`src/rtl/bsu_pkg.sv`:
```
package bsu_pkg;

   localparam int OP_W   = 4;
   localparam int FLAG_W = 4;

   typedef enum logic [OP_W-1:0] {
      OP_AND  = 4'd0,
      OP_OR   = 4'd1,
      OP_XOR  = 4'd2,
      OP_SHL  = 4'd3,
      OP_SHR  = 4'd4,
      OP_ROL  = 4'd5,
      OP_ROR  = 4'd6,
      OP_TST  = 4'd7,
      OP_TSTI = 4'd8,
      OP_CLRB = 4'd9,
      OP_SETB = 4'd10
   } bsu_op_e;

   // Packed order matches the flag vector: n is bit 3, c is bit 0.
   typedef struct packed {
      logic n;
      logic v;
      logic z;
      logic c;
   } bsu_flags_t;

   function automatic logic is_shift(input logic [OP_W-1:0] op);
      return (op == OP_SHL) || (op == OP_SHR) || (op == OP_ROL) || (op == OP_ROR);
   endfunction

endpackage

```
`src/rtl/bsu_logic.sv`:
```
// Bitwise stage: the two-operand logic results plus the masked-memory results.
module bsu_logic import bsu_pkg::*; #(
   parameter int DATA_W = 8
) (
   input  logic [OP_W-1:0]   op,
   input  logic [DATA_W-1:0] a,
   input  logic [DATA_W-1:0] m,
   output logic [DATA_W-1:0] logic_res,
   output logic [DATA_W-1:0] clr_res,
   output logic [DATA_W-1:0] set_res,
   output logic              mask_zero
);

   logic [DATA_W-1:0] and_v;
   logic [DATA_W-1:0] or_v;
   logic [DATA_W-1:0] xor_v;

   assign and_v     = a & m;
   assign or_v      = a | m;
   assign xor_v     = a ^ m;
   assign clr_res   = ~a & m;
   assign set_res   = or_v;
   assign mask_zero = (and_v == '0);

   always_comb begin
      unique case (op)
         OP_OR:   logic_res = or_v;
         OP_XOR:  logic_res = xor_v;
         default: logic_res = and_v;
      endcase
   end

endmodule

```
`src/rtl/bsu_shift.sv`:
```
// Shift / rotate stage. Both directions are built lane by lane; the
// rotates share the same lanes with the carry as the fill bit.
module bsu_shift import bsu_pkg::*; #(
   parameter int DATA_W = 8
) (
   input  logic [OP_W-1:0]   op,
   input  logic [DATA_W-1:0] m,
   input  logic              cin,
   output logic [DATA_W-1:0] res,
   output logic              cout
);

   localparam int MSB = DATA_W - 1;

   logic go_left;
   logic rotate;
   logic fill;
   logic [DATA_W-1:0] left_v;
   logic [DATA_W-1:0] right_v;

   assign go_left = (op == OP_SHL) || (op == OP_ROL);
   assign rotate  = (op == OP_ROL) || (op == OP_ROR);
   assign fill    = rotate & cin;

   for (genvar i = 0; i < DATA_W; i++) begin : g_lane
      if (i == 0) begin : g_lo
         assign left_v[i]  = fill;
         assign right_v[i] = m[i+1];
      end else if (i == MSB) begin : g_hi
         assign left_v[i]  = m[i-1];
         assign right_v[i] = fill;
      end else begin : g_mid
         assign left_v[i]  = m[i-1];
         assign right_v[i] = m[i+1];
      end
   end

   assign res  = go_left ? left_v : right_v;
   assign cout = go_left ? m[MSB] : m[0];

endmodule

```
`src/rtl/bsu_select.sv`:
```
// Result routing and flag merge: picks the destination and which flags change.
module bsu_select import bsu_pkg::*; #(
   parameter int DATA_W = 8
) (
   input  logic [OP_W-1:0]   op,
   input  logic              tgt_mem,
   input  logic [DATA_W-1:0] a,
   input  logic [DATA_W-1:0] m,
   input  bsu_flags_t        fin,
   input  logic [DATA_W-1:0] logic_res,
   input  logic [DATA_W-1:0] clr_res,
   input  logic [DATA_W-1:0] set_res,
   input  logic              mask_zero,
   input  logic [DATA_W-1:0] shift_res,
   input  logic              shift_cout,
   output logic [DATA_W-1:0] nxt_acc,
   output logic              nxt_acc_we,
   output logic [DATA_W-1:0] nxt_mem,
   output logic              nxt_mem_we,
   output bsu_flags_t        nxt_flags
);

   localparam int SIGN_B = DATA_W - 1;
   localparam int OVF_B  = DATA_W - 2;

   always_comb begin
      nxt_acc    = a;
      nxt_acc_we = 1'b0;
      nxt_mem    = m;
      nxt_mem_we = 1'b0;
      nxt_flags  = fin;
      case (op)
         OP_AND, OP_OR, OP_XOR: begin
            nxt_acc     = logic_res;
            nxt_acc_we  = 1'b1;
            nxt_flags.n = logic_res[SIGN_B];
            nxt_flags.z = (logic_res == '0);
         end
         OP_SHL, OP_SHR, OP_ROL, OP_ROR: begin
            nxt_flags.c = shift_cout;
            nxt_flags.z = (shift_res == '0);
            nxt_flags.n = (op == OP_SHR) ? 1'b0 : shift_res[SIGN_B];
            if (tgt_mem) begin
               nxt_mem    = shift_res;
               nxt_mem_we = 1'b1;
            end else begin
               nxt_acc    = shift_res;
               nxt_acc_we = 1'b1;
            end
         end
         OP_TST: begin
            nxt_flags.z = mask_zero;
            nxt_flags.n = m[SIGN_B];
            nxt_flags.v = m[OVF_B];
         end
         OP_TSTI: begin
            nxt_flags.z = mask_zero;
         end
         OP_CLRB: begin
            nxt_flags.z = mask_zero;
            nxt_mem     = clr_res;
            nxt_mem_we  = 1'b1;
         end
         OP_SETB: begin
            nxt_flags.z = mask_zero;
            nxt_mem     = set_res;
            nxt_mem_we  = 1'b1;
         end
         default: begin
         end
      endcase
   end

endmodule

```
`src/rtl/bitshift_unit.sv`:
```
module bitshift_unit import bsu_pkg::*; #(
   parameter int DATA_W = 8
) (
   input  logic              clk,
   input  logic              rst,
   input  logic              in_valid,
   input  logic [OP_W-1:0]   op_sel,
   input  logic [DATA_W-1:0] acc_in,
   input  logic [DATA_W-1:0] opnd_in,
   input  logic [3:0]        flags_in,
   input  logic              tgt_mem,
   output logic [DATA_W-1:0] acc_out,
   output logic              acc_we,
   output logic [DATA_W-1:0] mem_out,
   output logic              mem_we,
   output logic [3:0]        flags_out
);

   if (DATA_W < 3) begin : g_bad_width
      $error("bitshift_unit: DATA_W must be at least 3");
   end
   if (FLAG_W != 4) begin : g_bad_flags
      $error("bitshift_unit: flag vector must be four bits");
   end

   logic [DATA_W-1:0] logic_res;
   logic [DATA_W-1:0] clr_res;
   logic [DATA_W-1:0] set_res;
   logic              mask_zero;
   logic [DATA_W-1:0] shift_res;
   logic              shift_cout;
   logic [DATA_W-1:0] nxt_acc;
   logic              nxt_acc_we;
   logic [DATA_W-1:0] nxt_mem;
   logic              nxt_mem_we;
   bsu_flags_t        fin;
   bsu_flags_t        nxt_flags;

   assign fin = bsu_flags_t'(flags_in);

   bsu_logic #(.DATA_W(DATA_W)) u_logic (
      .op        (op_sel),
      .a         (acc_in),
      .m         (opnd_in),
      .logic_res (logic_res),
      .clr_res   (clr_res),
      .set_res   (set_res),
      .mask_zero (mask_zero)
   );

   bsu_shift #(.DATA_W(DATA_W)) u_shift (
      .op   (op_sel),
      .m    (opnd_in),
      .cin  (fin.c),
      .res  (shift_res),
      .cout (shift_cout)
   );

   bsu_select #(.DATA_W(DATA_W)) u_select (
      .op         (op_sel),
      .tgt_mem    (tgt_mem),
      .a          (acc_in),
      .m          (opnd_in),
      .fin        (fin),
      .logic_res  (logic_res),
      .clr_res    (clr_res),
      .set_res    (set_res),
      .mask_zero  (mask_zero),
      .shift_res  (shift_res),
      .shift_cout (shift_cout),
      .nxt_acc    (nxt_acc),
      .nxt_acc_we (nxt_acc_we),
      .nxt_mem    (nxt_mem),
      .nxt_mem_we (nxt_mem_we),
      .nxt_flags  (nxt_flags)
   );

   always_ff @(posedge clk) begin
      if (rst) begin
         acc_out   <= '0;
         mem_out   <= '0;
         flags_out <= '0;
         acc_we    <= 1'b0;
         mem_we    <= 1'b0;
      end else if (in_valid) begin
         acc_out   <= nxt_acc;
         mem_out   <= nxt_mem;
         flags_out <= nxt_flags;
         acc_we    <= nxt_acc_we;
         mem_we    <= nxt_mem_we;
      end else begin
         acc_we    <= 1'b0;
         mem_we    <= 1'b0;
      end
   end

endmodule

```
`config.mk`:
```
export PLATFORM = sky130hd
export DESIGN_NAME = bitshift_unit
export DESIGN_NICKNAME = d
export VERILOG_FILES = /design/src/rtl/bsu_pkg.sv /design/src/rtl/bsu_logic.sv /design/src/rtl/bsu_shift.sv /design/src/rtl/bsu_select.sv /design/src/rtl/bitshift_unit.sv
export SDC_FILE = /design/constraint.sdc
export NUM_CORES = 1
export LEC_CHECK = 0
export BUFFER_PORTS_ARGS = -buffer_cell sky130_fd_sc_hd__buf_2
export CAP_MARGIN = 10
export CORE_MARGIN = 3
export CORE_UTILIZATION = 30
export DETAILED_ROUTE_END_ITERATION = 16
export GPL_TIMING_DRIVEN = 0
export SLEW_MARGIN = 20
export SYNTH_ARGS = -nofsm -noshare
export SYNTH_HDL_FRONTEND = slang
export SYNTH_SLANG_ARGS = --single-unit
```
`constraint.sdc`:
```
create_clock -name clk -period 2.4 [get_ports clk]
set_clock_uncertainty 0.2 [all_clocks]
set_input_delay 0.24 -clock clk [delete_from_list [all_inputs] [get_ports clk]]
set_output_delay 0.24 -clock clk [all_outputs]
set_load 0.02 [all_outputs]
```
**Word level (Yosys, flattened, before mapping)**

Index checks and enable logic that the tools add are counted.

- $add $sub $neg: 0
- Multiply operators: 0
- Div/mod/pow operators: 0
- Order comparisons: 0
- Equality and inequality tests: 10
- Shift operators: 0
- Muxes and demuxes: 16
- Bitwise gates (word level): 7
- Reductions and logical operators: 11

Operator list:

| operator | number |
|---|---|
| case mux 8 bit (2 select lines) | 2 |
| zero test 8 bit | 3 |
| 2-to-1 mux 8 bit | 3 |
| case mux 8 bit (3 select lines) | 1 |
| bitwise AND 8 bit | 2 |
| equality test 4 x 3 -> 1 bit, second input constant | 4 |
| equality test 4 bit, second input constant | 3 |
| equality test 4 x 2 -> 1 bit, second input constant | 2 |
| NOT 8 bit | 1 |
| OR 8 bit | 1 |
| OR reduction 4 bit | 2 |
| bitwise XOR 8 bit | 1 |
| 2-to-1 mux 1 bit | 6 |
| case mux 1 bit (3 select lines) | 2 |
| equality test 4 x 1 -> 1 bit, second input constant | 1 |
| zero test 4 bit | 1 |
| case mux 1 bit (2 select lines) | 2 |
| OR reduction 2 bit | 2 |
| OR reduction 3 bit | 1 |
| logical OR 1 bit | 2 |
| bitwise AND 1 bit | 1 |
| NOT 1 bit | 1 |

- Register bits after elaboration: 22
- Bits in latches: 0
- Bits in writable memories: 0
- ROM bits: 0
- Word-level logic and storage cells: 49
- Memories kept: 0

**Longest topological paths before layout**

- Depth after elaboration: 6
- Depth in mapped cells: 9

**Hierarchy**

Synthesis repeated with hierarchy kept, for this count alone.

- Cell total of the unflattened synthesis: 250
- Area, all modules: 2173.3 um^2

By module, submodules not included:

| module | times used | cells each | area each (um^2) |
|---|---|---|---|
| bitshift_unit | 1 | 69 | 792.0 |
| bsu_select | 1 | 91 | 653.1 |
| bsu_logic | 1 | 72 | 578.1 |
| bsu_shift | 1 | 18 | 150.1 |

**Least setup slack after synthesis**

OpenSTA, ideal clock, no wires.

- Path kind: input port to flip-flop
- Start: in op_sel[2]
- End: reg mem_out[0]
- Arrival: 1448 ps
- Slack: 622 ps
- Stages on the path: 8
- Cells stage by stage: buf_6 -> a21bo_2 -> a21oi_4 -> and2_1 -> buf_4 -> a221o_1 -> a21oi_1 -> nor3_2

- Longest elaborated chain between the ends: 6
- Elaborated cells on any way between the ends: 13
- Classes of those cells: eq/ne (6); mux (3); bitwise (1); reduce/logical (3)

Ends and longest elaborated chain:

| item | line | text |
|---|---|---|
| start, declared | bitshift_unit.sv:7 | `input logic [OP_W-1:0] op_sel,` |
| equality test 4 x 3 -> 1 bit, on equally long branches | bsu_shift.sv:21, bsu_shift.sv:22, bsu_select.sv:32 |  |
| logical OR 1 bit | bsu_shift.sv:22 | `assign rotate = (op == OP_ROL) \|\| (op == OP_ROR);` |
| bitwise AND 1 bit | bsu_shift.sv:23 | `assign fill = rotate & cin;` |
| 2-to-1 mux 8 bit | bsu_shift.sv:38 | `assign res = go_left ? left_v : right_v;` |
| 2-to-1 mux 8 bit | bsu_select.sv:43 | `if (tgt_mem) begin` |
| case mux 8 bit (3 select lines) (*) | bsu_select.sv:32 | `case (op)` |
| end signal, assigned | bitshift_unit.sv:87 | `mem_out <= nxt_mem;` |
| end, declared | bitshift_unit.sv:14 | `output logic [DATA_W-1:0] mem_out,` |

Every way passes the cells marked *; elsewhere a longest branch is shown, timed or not.
A chain may end at the register's enable or synchronous reset.

**Worst setup path after layout**

Same ends and word-level chain as after synthesis.

==> qor.yml <==
flow_run:
  drv_cap: 0
clock_tree:
  clk_latency_ns: 0.27
  cts_tree: "done"
  post-cts-setup-buffers: 0
  path_clk_slew_ns: 0.09
  h-tree-depth: 1
  cts_hold_buf: 0
  cts.path.max_buffers: 2
  clkSinkCount: 22
  numCtsBuffers: 3
  post_cts_resized: 0
  root_buffer: "clkbuf_8"
routing:
  drc: 0
  ant_nets: 0
  first_iter_violations: 248
  vias_per_cell: 5.38
  dr_total_vias: 2330
  dr.pass1.iters: 7
  finalWirelength_um: 7170
  wl_per_cell_um: 16.6
global_routing:
  grt_overflow: 0
  grt_pass1_vias: 2247
  antenna_found_initial: 0
  grt_use_total: 0.167
  grt_max_degree: 13
  grt_pass1_wl_um: 11600
yosys:
  synth.cell_area_um2: 2250
  synth_nets: 337
  yosysTopAreaCellShare: 0.196
  synthAdderAreaFrac: 0.134
  synth-xor-area-share: 0.0122
  synth.avg_cell_area_um2: 7.88
  synth_common_cells: "nor2_1 (34), ha_1 (24), dfxtp_1 (22)"
  yosysUniqueCellTypes: 54
  yosysMostFrequentCell: "nor2_1"
  synth_mux_area_frac: 0.0445
  synth_seq_area_share: 0.196
  syn-instance-count: 285
  synth_area_leaders: "dfxtp_1 (20%), ha_1 (13%), nor2_1 (5.7%)"
  ys_async_sr_fraction: 0
  synth_area_leader_cell: "dfxtp_1"
  synth-edff-count: 0
  synthSimpleGateAreaFrac: 0.272
  synth_compound_area_frac: 0.253
  synth_seq_cells: 22
  synth_top_family_by_area: "simple AND/OR/NAND/NOR gates"
  ys_warn_count: 0
  synth_ff_type: "dfxtp_1"
placed_design:
  port-buffer-count: 48
  place.gp.congestion: 0.868
  dpl_cell_area_um2: 2610
  dp_slack_ns: 0.216
  dpl.hpwl_um: 5430
pwr:
  powerDensity_nw_per_um2: 408
  p_comb_frac: 0.376
  p_int_mw: 0.695
  p_sw_frac: 0.361
  leakagePower_nw: 1.15
  clkPwrFrac: 0.252
  sequentialPowerShare: 0.372
  max-vdd-ir-drop_mv: 0.170
  power_mw: 1.09
  p_switching_mw: 0.392
critical_path:
  worst_setup_path_end_kind: "register"
  cp-endpoint: "mem_out[0]"
  rrSetupSlack_ns: 1.04
  cp-start-kind: "input port"
  r2r_start: "flags_out[1]"
  setup.worst_path.start: "op_sel[2]"
  crit_arrival_ns: 1.88
  timing_worst_setup_path_type: "in -> reg"
  r2r-end: "flags_out[1]"
  critPathMaxFanout: 10
  r2r_cells: 4
  worstPathRequired_ns: 2.35
sta:
  min_period_over_period: 0.808
  grt_setup_unrepaired: "false"
  slew_violations: 0
  setup_viol: 0
  post-route-worst-setup-slack_ns: 0.462
  setup_tns_ns: 0
  period_needed_ns: 1.94
  slew_headroom: 0.426
  max_freq_mhz: 516
  tightest_slew_ns: 0.857
  hold_viol_final: 0
floorplan:
  die_area_um2: 8560
  ioPinCount: 50
  rows: 30
  chipHeight_um: 92.5
  die_width_um: 92.5
  initial_utilization: 0.320
  core_um2: 7020
finish:
  nFillCells: 768
  syn_to_final_growth_pct: 18.5
  fin_area_um2: 2660
  regArea_um2: 440
  antenna_cells: 0
  drive_gt1_frac: 0.240
  nNetsFinal: 390
  multiInputGateArea_um2: 1610
outcome:
  status: "finished, final reports clean"
hold_path:
  worst_hold_path_type: "in -> reg"
[area by class of cell]
cell class              instances  share of cell area
well taps                      96              0.0451
flip-flops and latches         22               0.165
inverters                      17              0.0240
multi-input cells             227               0.603
repair buffers                 48              0.0902
plain buffers                  19              0.0512
clock buffers                   4              0.0207
[layer usage]
layer	part of all wire	GRT usage
met4	0.012	0.0347
met2	0.43	0.265
met3	0.060	0.0130
met1	0.49	0.245
met5	0	0
[critical path: stages]
cell,delay [ns]
buf_2,0.10
buf_6,0.15
nand2b_1,0.16
or2_1,0.12
buf_1,0.43
o21ai_1,0.10
a221o_1,0.28
a21oi_1,0.24
nor3_2,0.07
[flip-flops by register name, indices dropped and copies added, names as in the netlist]
register	flops
flags_out	4
mem_out	8
acc_out	8
acc_we	1
mem_we	1
[logic make-up after synthesis]
family | after synthesis
AND/OR/NAND/NOR | 114
AO/OA/AOI/OAI | 78
buffers and inverters | 36
adder cells (fa/ha/maj) | 24
flip-flops | 22
multiplexers | 10
XOR/XNOR | 1
[power groups by stage]
stage          Sequential, mW  Combinational [mW]  Clock (mW)
2_1_floorplan           0.446               0.236           0
3_3_place_gp            0.412               0.399           0
3_5_place_dp            0.413               0.404           0
4_1_cts                 0.405               0.406       0.274
5_1_grt                 0.408               0.448       0.284
6_report                0.404               0.409       0.274
[worst min path at each step]
| stage | cells after the start | from | endpoint |
|---|---|---|---|
| 2_1_floorplan | 2 | opnd_in[6] | mem_out[6] |
| 3_3_place_gp | 2 | mem_out[4] | mem_out[4] |
| 3_5_place_dp | 2 | acc_out[5] | acc_out[5] |
| 4_1_cts | 3 | flags_in[3] | flags_out[3] |
| 5_1_grt | 3 | flags_in[3] | flags_out[3] |
| 6_report | 3 | flags_in[3] | flags_out[3] |
[placed cells by master (no fill, tap or decap), types with 4 or more instances in the layout]
cell type	netlist	final
nand2_1	19	19
o211ai_1	9	9
o21ai_1	4	4
a211oi_1	8	8
dfxtp_1	22	22
clkbuf_1	6	6
mux2i_1	10	10
nor3_1	12	12
nor2_1	34	34
o21ai_0	11	11
nand2b_1	7	7
nor2b_1	11	11
buf_6	6	6
a21oi_1	12	12
nand4_1	4	4
inv_1	17	17
buf_2	4	52
nor3_2	4	4
ha_1	24	24
nand3_1	4	4
o21bai_1	4	4
clkbuf_8	0	4
[per-stage QoR]
| step | util | std cells | hold slack (ns) |
|---|---|---|---|
| floorplan | - | 285 | 0.243 |
| CTS | 0.379 | 433 | 0.0947 |
| finish | 0.379 | 433 | 0.0912 |
| detailed placement | 0.371 | 429 | 0.264 |
| global placement | 0.371 | 429 | 0.265 |
| global route | 0.379 | 433 | 0.107 |
Note: power is estimated with default switching activity, not from simulation.
